--- config.mk ---
export PLATFORM = sky130hd
export DESIGN_NAME = s2m_desc_writer
export DESIGN_NICKNAME = d
export VERILOG_FILES = /design/src/rtl/s2m_desc_writer.sv
export SDC_FILE = /design/constraint.sdc
export NUM_CORES = 1
export LEC_CHECK = 0
export ABC_AREA = 0
export CAP_MARGIN = 20
export CORE_ASPECT_RATIO = 0.75
export CORE_UTILIZATION = 54
export CTS_CLUSTER_SIZE = 14
export DETAILED_ROUTE_END_ITERATION = 16
export DONT_BUFFER_PORTS = 1
export PLACE_DENSITY_LB_ADDON = 0.05
export REMOVE_ABC_BUFFERS = 1
export SLEW_MARGIN = 20
export SYNTH_ARGS = -nofsm -noshare
export SYNTH_HDL_FRONTEND = slang
export SYNTH_SLANG_ARGS = --single-unit
--- constraint.sdc ---
create_clock -name clk -period 4 [get_ports clk]
set_input_delay 0.2 -clock clk [delete_from_list [all_inputs] [get_ports clk]]
set_output_delay 0.2 -clock clk [all_outputs]
set_load 0.02 [all_outputs]
--- src/rtl/s2m_desc_writer.sv ---
module s2m_desc_writer #(
  parameter int AW = 32
) (
  input  logic          clk,
  input  logic          rst_n,
  input  logic          run,
  input  logic          cur_load,
  input  logic [AW-1:0] cur_in,
  input  logic          tail_wr,
  input  logic [AW-1:0] tail_in,
  input  logic          s_valid,
  output logic          s_ready,
  input  logic [7:0]    s_data,
  input  logic          s_last,
  input  logic          c_valid,
  output logic          c_ready,
  input  logic [31:0]   c_data,
  output logic          mem_req,
  output logic          mem_we,
  output logic [AW-1:0] mem_addr,
  output logic [31:0]   mem_wdata,
  output logic [3:0]    mem_be,
  input  logic          mem_ack,
  input  logic [31:0]   mem_rdata,
  output logic          idle,
  output logic          halted,
  output logic          frame_done
);
  localparam int LW = 23;
  localparam int NAPP = 5;

  typedef enum logic [2:0] {S_IDLE, S_RD, S_DATA, S_WB, S_WA, S_WS, S_ADV} st_t;

  st_t           st;
  logic [AW-1:0] cur, tail, nxt, buf_a;
  logic [LW-1:0] len, cnt;
  logic [2:0]    idx, cidx;
  logic          first_q, eof_q;
  logic [7:0]    byte_q;
  logic [31:0]   app [NAPP];

  wire active = run && !idle && !halted;

  assign c_ready    = 1'b1;
  assign s_ready    = (st == S_DATA) && active && (cnt != len);
  assign mem_req    = (st == S_RD) || (st == S_WB) || (st == S_WA) || (st == S_WS);
  assign mem_we     = (st != S_RD);
  assign frame_done = (st == S_ADV) && eof_q;

  always_comb begin
    case (st)
      S_WB:    mem_addr = buf_a + AW'(cnt);
      S_WA:    mem_addr = cur + AW'(16) + (AW'(idx) << 2);
      S_WS:    mem_addr = cur + AW'(12);
      default: mem_addr = cur + (AW'(idx) << 2);
    endcase
    case (st)
      S_WB:    mem_wdata = {4{byte_q}};
      S_WA:    mem_wdata = (idx < 3'(NAPP)) ? app[idx] : 32'h0;
      default: mem_wdata = {1'b1, 3'b000, first_q, eof_q, 3'b000, cnt};
    endcase
    mem_be = (st == S_WB) ? (4'b0001 << mem_addr[1:0]) : 4'hF;
  end

  always_ff @(posedge clk) begin
    if (!rst_n) begin
      cidx <= '0;
      for (int i = 0; i < NAPP; i++) app[i] <= '0;
    end else if (c_valid) begin
      app[cidx] <= c_data;
      cidx <= (cidx == 3'(NAPP - 1)) ? 3'd0 : cidx + 3'd1;
    end
  end

  always_ff @(posedge clk) begin
    if (!rst_n) begin
      st <= S_IDLE; cur <= '0; tail <= '0; nxt <= '0; buf_a <= '0;
      len <= '0; cnt <= '0; idx <= '0; first_q <= 1'b1; eof_q <= 1'b0;
      byte_q <= '0; idle <= 1'b0; halted <= 1'b1;
    end else begin
      case (st)
        S_IDLE: if (active) begin st <= S_RD; idx <= '0; end
        S_RD: if (mem_ack) begin
          case (idx)
            3'd0: nxt <= mem_rdata[AW-1:0];
            3'd1: buf_a <= mem_rdata[AW-1:0];
            3'd2: len <= mem_rdata[LW-1:0];
            default: ;
          endcase
          if (idx == 3'd3) begin
            cnt <= '0; eof_q <= 1'b0;
            if (mem_rdata[31]) begin halted <= 1'b1; st <= S_IDLE; end
            else st <= S_DATA;
          end else idx <= idx + 3'd1;
        end
        S_DATA:
          if (cnt == len) st <= S_WS;
          else if (s_valid && s_ready) begin
            byte_q <= s_data; eof_q <= s_last; st <= S_WB;
          end
        S_WB: if (mem_ack) begin
          cnt <= cnt + LW'(1);
          if (eof_q) begin st <= S_WA; idx <= '0; end
          else st <= S_DATA;
        end
        S_WA: if (mem_ack) begin
          if (idx == 3'(NAPP - 1)) st <= S_WS;
          else idx <= idx + 3'd1;
        end
        S_WS: if (mem_ack) st <= S_ADV;
        S_ADV: begin
          cur <= nxt;
          if (cur == tail) idle <= 1'b1;
          first_q <= eof_q;
          st <= S_IDLE;
        end
        default: st <= S_IDLE;
      endcase
      if (tail_wr) begin tail <= tail_in; idle <= 1'b0; end
      if (cur_load) begin cur <= cur_in; idle <= 1'b0; halted <= 1'b0; end
    end
  end
endmodule


After elaboration in Yosys (flattened, before gate mapping) --
Memories as Yosys holds them, arrays and structs flattened. A register that Yosys moved wholly into a read port is not among the register bits. Cells that the tools add are included.
Operators by class: add/subtract/negate cells 8, magnitude comparators 1, eq/ne operators 28, shift operators 1, multiplexer cells 50, bitwise logic cells 2, reduce and logical (&&, ||, !) cells 33
Operators by type and width (count):
- $mux W32 | 4
- $pmux W32 S3 | 1
- $mux W23 | 3
- $add A32 B5 Y32 | 2
- $pmux W32 S2 | 1
- $mux W3 | 21
- $pmux W23 S2 | 1
- $add A32 B23 Y32 | 1
- $add A32 B4 Y32 const B | 1
- $add A32 B5 Y32 const B | 1
- $eq A32 B32 Y1 | 1
- $reduce_or A32 Y1 | 1
- $add A23 B1 Y23 const B | 1
- $eq A23 B23 Y1 | 1
- $ne A23 B23 Y1 | 1
- $ne A2 B2 Y1 const B | 9
- $pmux W3 S6 | 1
- $reduce_and A8 Y1 | 2
- $eq A3 B3 Y1 const B | 5
- $mux W1 | 14
- $reduce_bool A2 Y1 | 7
- $eq A3 B2 Y1 const B | 4
- $pmux W3 S4 | 1
- $reduce_and A3 Y1 | 4
- 19 further kinds | 35
Storage, ports and cells: flip-flop bits (word level) 195, RAM bits 160, input port bits 145, output and inout port bits 75, word-level logic and storage cells 138, memories kept 1
Memories:
- app | words 5, width 32, rd ports 1, clocked after Yosys merged registers in 1, wr ports 5, line 40 | logic [31:0] app [NAPP];

Logic depth before layout (Yosys ltp) --
Gate-level depths: netlist of the first run.
word-level depth 9, depth in mapped cells 15, gate-level depth less buffers 14

Worst setup path before layout of the first run --
OpenSTA, ideal clock, no wires.
kind register to register, start register cidx[0], end memory app[1][0], enable pin, setup time 0.466 ns, arrival 2.869 ns, required time 3.534 ns, path slack 0.666 ns, cell stages (with the launch flop) 3, path buffers 0, period minus slack after synthesis 3.334 ns, cells stage by stage dfxtp_1 nand3b_1 o21ai_0
RTL lines:
- start, declared | line 37 | logic [2:0] idx, cidx;
- start signal, assigned | line 71 | cidx <= (cidx == 3'(NAPP - 1)) ? 3'd0 : cidx + 3'd1;
- end, declared | line 40

Final worst setup path of the first run --
start register st[1], end output port mem_addr[26]
Between the ends: cells in the longest elaborated chain, start to end 2, elaborated cells between the ends (all ways) 4, classes of those cells eq/ne (3); mux (1)
Ends and longest elaborated chain:
- start, declared | line 34 | st_t st;
- start signal, assigned | line 77 | st <= S_IDLE; cur <= '0; tail <= '0; nxt <= '0; buf_a <= '0;
- start signal, assigned | line 82 | S_IDLE: if (active) begin st <= S_RD; idx <= '0; end
- start signal, assigned | line 92 | if (mem_rdata[31]) begin halted <= 1'b1; st <= S_IDLE; end
- $eq A3 B3 Y1 / $eq A3 B2 Y1 (equally long branches) | line 51 | case (st)
- $pmux W32 S3 * | line 51
- end, declared | line 20 | output logic [AW-1:0] mem_addr,
Mark *: on every way between the ends. The rest lies on a longest branch, timed or not.

==> results of run 1 <==
## metal layers
layer / part of all wire (%) / wire (microns) / vias to the layer above
met3: 9.2 / 6230 / 92
met5: 0 / 0 / -
met1: 46 / 31000 / 8344
li1: - / - / 7790
met2: 43 / 28900 / 756
met4: 1.9 / 1270 / 0
## critical path: stages, from the launching register on
cell and delay, ns:
dfxtp_1 0.32, and2b_1 0.22, nand2_1 0.11, nand2_1 0.07, ha_1 0.19, inv_1 0.06
fa_1 0.19, nor2b_1 0.06, o21ai_0 0.74, nor3_2 0.21, a21o_1 0.26, nor2b_1 0.14
a211o_1 0.22, o21ai_1 0.25
## kinds of logic after synthesis
kind of cell	Yosys count	share of synthesized area [%]
AOI/OAI and AO/OA	389	10.7
xor gates and xnor gates	103	3.98
adders and majority gates	43	2.47
buffers and inverters	161	2.88
DFF	454	51.4
muxes	171	11.1
other	1	0.0165
and+or+nand+nor	779	17.5
## registers in the layout (all words and copies together), names as in the netlist, named ones only
register and cells:
nxt 32, len 23, app 256, buf_a 32, byte_q 8, st 3, idx 3, cidx 3
cur 32, tail 32, halted 1, eof_q 1, first_q 1, cnt 23, idle 1
## worst paths after layout
| kind | slack [ns] | start | end | cells past startpoint |
|---|---|---|---|---|
| max | 0.20 | st[1]$_SDFFE_PN0P_ | mem_addr[26] | 13 |
| min | 0.01 | rst_n | app[3][9]$_SDFFCE_PN0P_ | 1 |
| max reg2reg | 1.05 | cnt[13]$_SDFFE_PN0P_ | eof_q$_SDFFE_PN0P_ | 7 |
| min reg2reg | 0.45 | nxt[23]$_SDFFE_PN0P_ | nxt[23]$_SDFFE_PN0P_ | 2 |
## where the power goes
group	switching, mW	internal (mW)	total, mW
combinational	0.589	0.444	1.03
clock	1.82	2.39	4.22
sequential	0.138	5.09	5.23
total	2.55	7.93	10.5
## area by class of cell
class | instances | area, sq um
clock buffers | 70 | 1310
clock inverters | 11 | 135
inverters | 24 | 90.1
well taps | 561 | 702
diodes | 4 | 10.0
fillers | 3260 | 14500
multi-input cells | 1486 | 10500
repair buffers | 231 | 2160
flip-flops and latches | 454 | 11700
## per-stage QoR
stage / setup slack (ns) / area (sq um)
4_1_cts: 0.00524 / 26500
6_report: 0.204 / 26500
3_3_place_gp: 0.608 / 23500
2_1_floorplan: -0.0240 / 22100
3_5_place_dp: 0.529 / 23500
5_1_grt: -0.00825 / 26500
## cells in the final DEF, fill, tap and decap left out, drive strengths merged, types with 76 or more instances in the layout
| master | instances |
|---|---|
| nand2 | 284 |
| edfxtp | 256 |
| and2 | 205 |
| dfxtp | 198 |
| dlygate4sd3 | 145 |
| o21ai | 142 |
| mux2i | 107 |
| a21boi | 93 |
| buf | 86 |
| nor2 | 76 |
## cell usage after synthesis (12+ instances only)
cell      number
and2_1       205
xor2_1        52
edfxtp_1     256
mux4_2        64
and3_1        20
nor2_1        75
inv_1         24
nand4_1       19
nor2b_1       48
o21ai_0      140
clkbuf_1      96
xnor2_1       51
nand2_1      284
nand3_1       54
a21boi_0      83
nor4_1        12
nor3_1        23
buf_2         25
dfxtp_1      198
ha_1          40
a21oi_1       70
mux2i_1      107
buf_1         12
## what timing repair did
item / in CTS / in global routing
hold buffers: 148 / 0
setup buffers: 0 / 4
gates cloned: 0 / 0
pin swaps: 0 / 1
endpoints found under the setup margin: 1 / 11
gates resized for setup: 1 / 9
hold endpoints to repair: 454 / 0
==> flow_summary.toml, run 1 <==
[synthesis]
synth_top_area_share_pct = 33.9
ys_seq_elements = 454
synth_area_sq_um = 22700
ys_warn_count = 0
synth-seq-area-share_pct = 51.4
syn_inst = 2101
synth_area_leaders = "edfxtp_1, dfxtp_1, mux4_2"
ys_async_sr_fraction_pct = 0
yosys.area.top_type = "edfxtp_1"
avgSynthCellArea_sq_um = 10.8
synth-edff-count = 256
yosys_most_used_dff = "edfxtp_1"
synth_cell_type_count = 70

[drt]
firstDrtPassIters = 6
routed_wl_microns = 67400
vias = 16982
drt_iter0_markers = 2101
ant_nets = 0
route.detailed.wl_per_inst_microns = 23.7
drc = 0
via_per_inst = 5.98

[floorplanning]
die_w_microns = 239
io_pins = 220
die-area_sq_um = 42800
die_y_microns = 179
row_count = 64
initial_utilization_pct = 55.2
coreArea_sq_um = 41100

[final_layout]
nets = 2430
drive_gt1_share_pct = 11.0
syn_to_final_growth_pct = 17.2
utilization_pct = 64.6
final_cells = 2841

[clock_network]
cts_made_buffers = 45
clk_latency_ns = 0.57
cts-root-buf = "clkbuf_16"
clock-sinks = 454
clkTransAtPathRegs_ns = 0.06
cts_htree_levels = 2
clock_path_buffers = 3
cts_tree = "done"

[grt]
antenna_found_initial = 3
grtUsageTotal_pct = 31.6
met3_usage_pct = 5.53
grt_first_pass_wirelength_microns = 102000
grt.met1_usage_pct = 49.6
grt_pass1_vias = 16291
grt_max_degree = 177
grt_busiest_layer = "met1"
met2_usage_pct = 45.7
overflow = 0

[critical_path]
cp-end-kind = "output port"
startpoint_type = "register"
cp_data_required_time_ns = 3.80
worstSetupPathType = "register to output port"
path_max_fanout = 6
crit_arrival_ns = 3.60

[sta]
fmax_mhz = 263
fin_skew_ns = 0.0167
slew_viol_final = 0
fin_setup_tns_ns = 0
worstMarginPinSlew_ns = 1.10
period_needed_ns = 3.80
timing.hold.ws_ns = 0.0118
layout_worst_path_cycle_share_pct = 94.9
setup_viol = 0
max_slew_margin_pct = 26.6
hold_viol = 0

[placement]
gp_congestion = 1.00
numPortBuffers = 0
dp_hpwl_microns = 44500
placed_cells = 2604

[outcome]
status = "completed"

[pwr]
p_per_area_nw_per_um2 = 395
vdd_drop_max_mv = 0.282
p_total_mw = 10.5
p_leak_nw = 9.83

[worst_hold_path]
hold_path_class = "input pin to register"

[run]
max_cap_viol_count = 0
Note: power is estimated with default switching activity, not from simulation.
==> run 2: changes to the inputs <==
- clock period: 4 -> 4.6 ns (I/O delays scaled with it)
==> run 2 against run 1 <==
  * Clock power decreased by 14%
  * Largest power group unchanged
  * Register-to-register slack worse by 0.05 ns
  * Via count fell by 1.5%
  * Combinational power decreased by 14%
  * Cell count shrank 0.74%
  * Critical path depth fell by 2
  * Clock-buffer cell count down 6
  * Final area fell by 0.77%
  * Wire length is 1.0% lower
==> flow_summary.toml, run 2 (same netlist as run 1, synthesis figures left out) <==
[drt]
ant_nets = 0
firstDrtPassIters = 6
route.detailed.wl_per_inst_microns = 23.7
routed_wl_microns = 66700
drc = 0
drt_iter0_markers = 1768
via_per_inst = 5.93
vias = 16734

[grt]
grt_max_degree = 176
antenna_found_initial = 5
overflow = 0
grt_first_pass_wirelength_microns = 99900
grtUsageTotal_pct = 31.1
grt_pass1_vias = 15918

[sta]
max_slew_margin_pct = 24.2
fin_skew_ns = 0.0151
fmax_mhz = 232
slew_viol_final = 0
hold_viol = 0
worstMarginPinSlew_ns = 1.13
setup_viol = 0
layout_worst_path_cycle_share_pct = 93.6
fin_setup_tns_ns = 0
rsz0062_at_grt = "false"
period_needed_ns = 4.30

[floorplanning]
row_count = 64
coreArea_sq_um = 41100
die_w_microns = 239
initial_utilization_pct = 55.2
die_y_microns = 179
io_pins = 220
die-area_sq_um = 42800

[final_layout]
nets = 2407
drive_gt1_share_pct = 9.93
final_cell_area_sq_um = 26300
largest_register_ffs = 256
final_cell_mix = "nand2_1, edfxtp_1, and2_1"
filler_cell_count = 3240
mostFrequentLayoutCell = "nand2_1"
top_register = "app"
syn_to_final_growth_pct = 16.3

[critical_path]
cp-end-kind = "output port"
cpLargestDelayFamily = "compound AO/OA/AOI/OAI gates"
worstSetupPathType = "register to output port"
cp_num_buf_inv = 1
path_depth = 11
startpoint_type = "register"
r2r_slack_ns = 1.00
cpPeakStageDelay_ns = 0.56
crit_arrival_ns = 4.07
cp_common_cell = "o21ai_0"
cp_data_required_time_ns = 4.37
slowest_stage = "o21ai_0"
crit_chain = "ha_1 > inv_1 > fa_1 > nand2b_1 > a211o_1 > a211oi_2 > o21ai_1 > a21oi_1 > o21ai_0 > xor2_1 > o21ai_0"
path_max_fanout = 8
rr_worst_depth = 7

[worst_hold_path]
hold_path_class = "input pin to register"
min_path_cells = 1

[pwr]
intPower_mw = 6.79
power.share.combinational_pct = 9.8
power_frac_seq_pct = 50.3
vdd_drop_max_mv = 0.349
pwr-share-clk_pct = 39.9
p_leak_nw = 9.70
switching_share_pct = 24.9
p_switching_mw = 2.25
p_per_area_nw_per_um2 = 343

[clock_network]
cts_tree = "done"
cts_hold_buf = 146
clk_latency_ns = 0.58
cts_made_buffers = 46
postCtsResizedCells = 0
clock_path_buffers = 3
postCtsSetupRepairBufs = 0
clock-sinks = 454
clkTransAtPathRegs_ns = 0.06
cts_htree_levels = 2
cts-root-buf = "clkbuf_16"

[placement]
placed_cell_area_sq_um = 23400
gp_congestion = 0.952
numPortBuffers = 0
dp_hpwl_microns = 44200

[run]
max_cap_viol_count = 0

[outcome]
status = "completed"
## run 2: power groups by stage
stage          clock, mW  combinational [mW]  sequential [mW]
6_report            3.61               0.883             4.55
3_3_place_gp           0               0.678             4.63
5_1_grt             3.82               0.953             4.57
3_5_place_dp           0               0.687             4.64
2_1_floorplan          0               0.474             4.61
4_1_cts             3.66               0.871             4.55
## run 2: metal layers
metal  track usage (%)  share of wire [%]  vias up
li1                  -                  -     7739
met1              47.9                 46     8166
met2              43.6                 42      735
met3              8.14                9.9       92
met4              7.18                2.2        2
met5                 0              0.019        -
## run 2: final timing paths
path / from / endpoint
max: cnt[0]$_SDFFE_PN0P_ / mem_addr[24]
min: rst_n / app[3][9]$_SDFFCE_PN0P_
max reg2reg: cnt[13]$_SDFFE_PN0P_ / eof_q$_SDFFE_PN0P_
min reg2reg: nxt[28]$_SDFFE_PN0P_ / nxt[28]$_SDFFE_PN0P_
## run 2: stage by stage
step	instances	power (mW)	setup slack [ns]	hold slack (ns)	util, %
after detailed placement	2584	5.32	0.971	0.320	56.9
after CTS	2814	9.08	0.359	0.0367	64.0
after global placement	2584	5.31	1.04	0.320	56.9
after global routing	2819	9.34	0.135	0.0255	64.1
final	2820	9.04	0.296	0.0345	64.1
after floorplan	1964	5.09	0.546	0.306	-
## run 2: worst reg2reg max path, delay by kind of cell (launching register included)
family / cells / cell delay, ns
AO/OA/AOI/OAI: 1 / 0.19
AND/OR/NAND/NOR: 4 / 1.94
flip-flops: 1 / 0.64
XOR/XNOR: 1 / 0.13
buffers and inverters: 1 / 0.60
## run 2: cell type report
| class | instances | area [sq um] | share of cell area, % |
|---|---|---|---|
| inverter | 24 | 90.1 | 0.342 |
| clock buffer | 64 | 1260 | 4.78 |
| timing repair buffer | 207 | 1990 | 7.56 |
| multi-input combinational | 1486 | 10500 | 39.7 |
| sequential | 454 | 11700 | 44.3 |
| tap | 561 | 702 | 2.66 |
| clock inverter | 20 | 173 | 0.655 |
| antenna | 4 | 10.0 | 0.0380 |
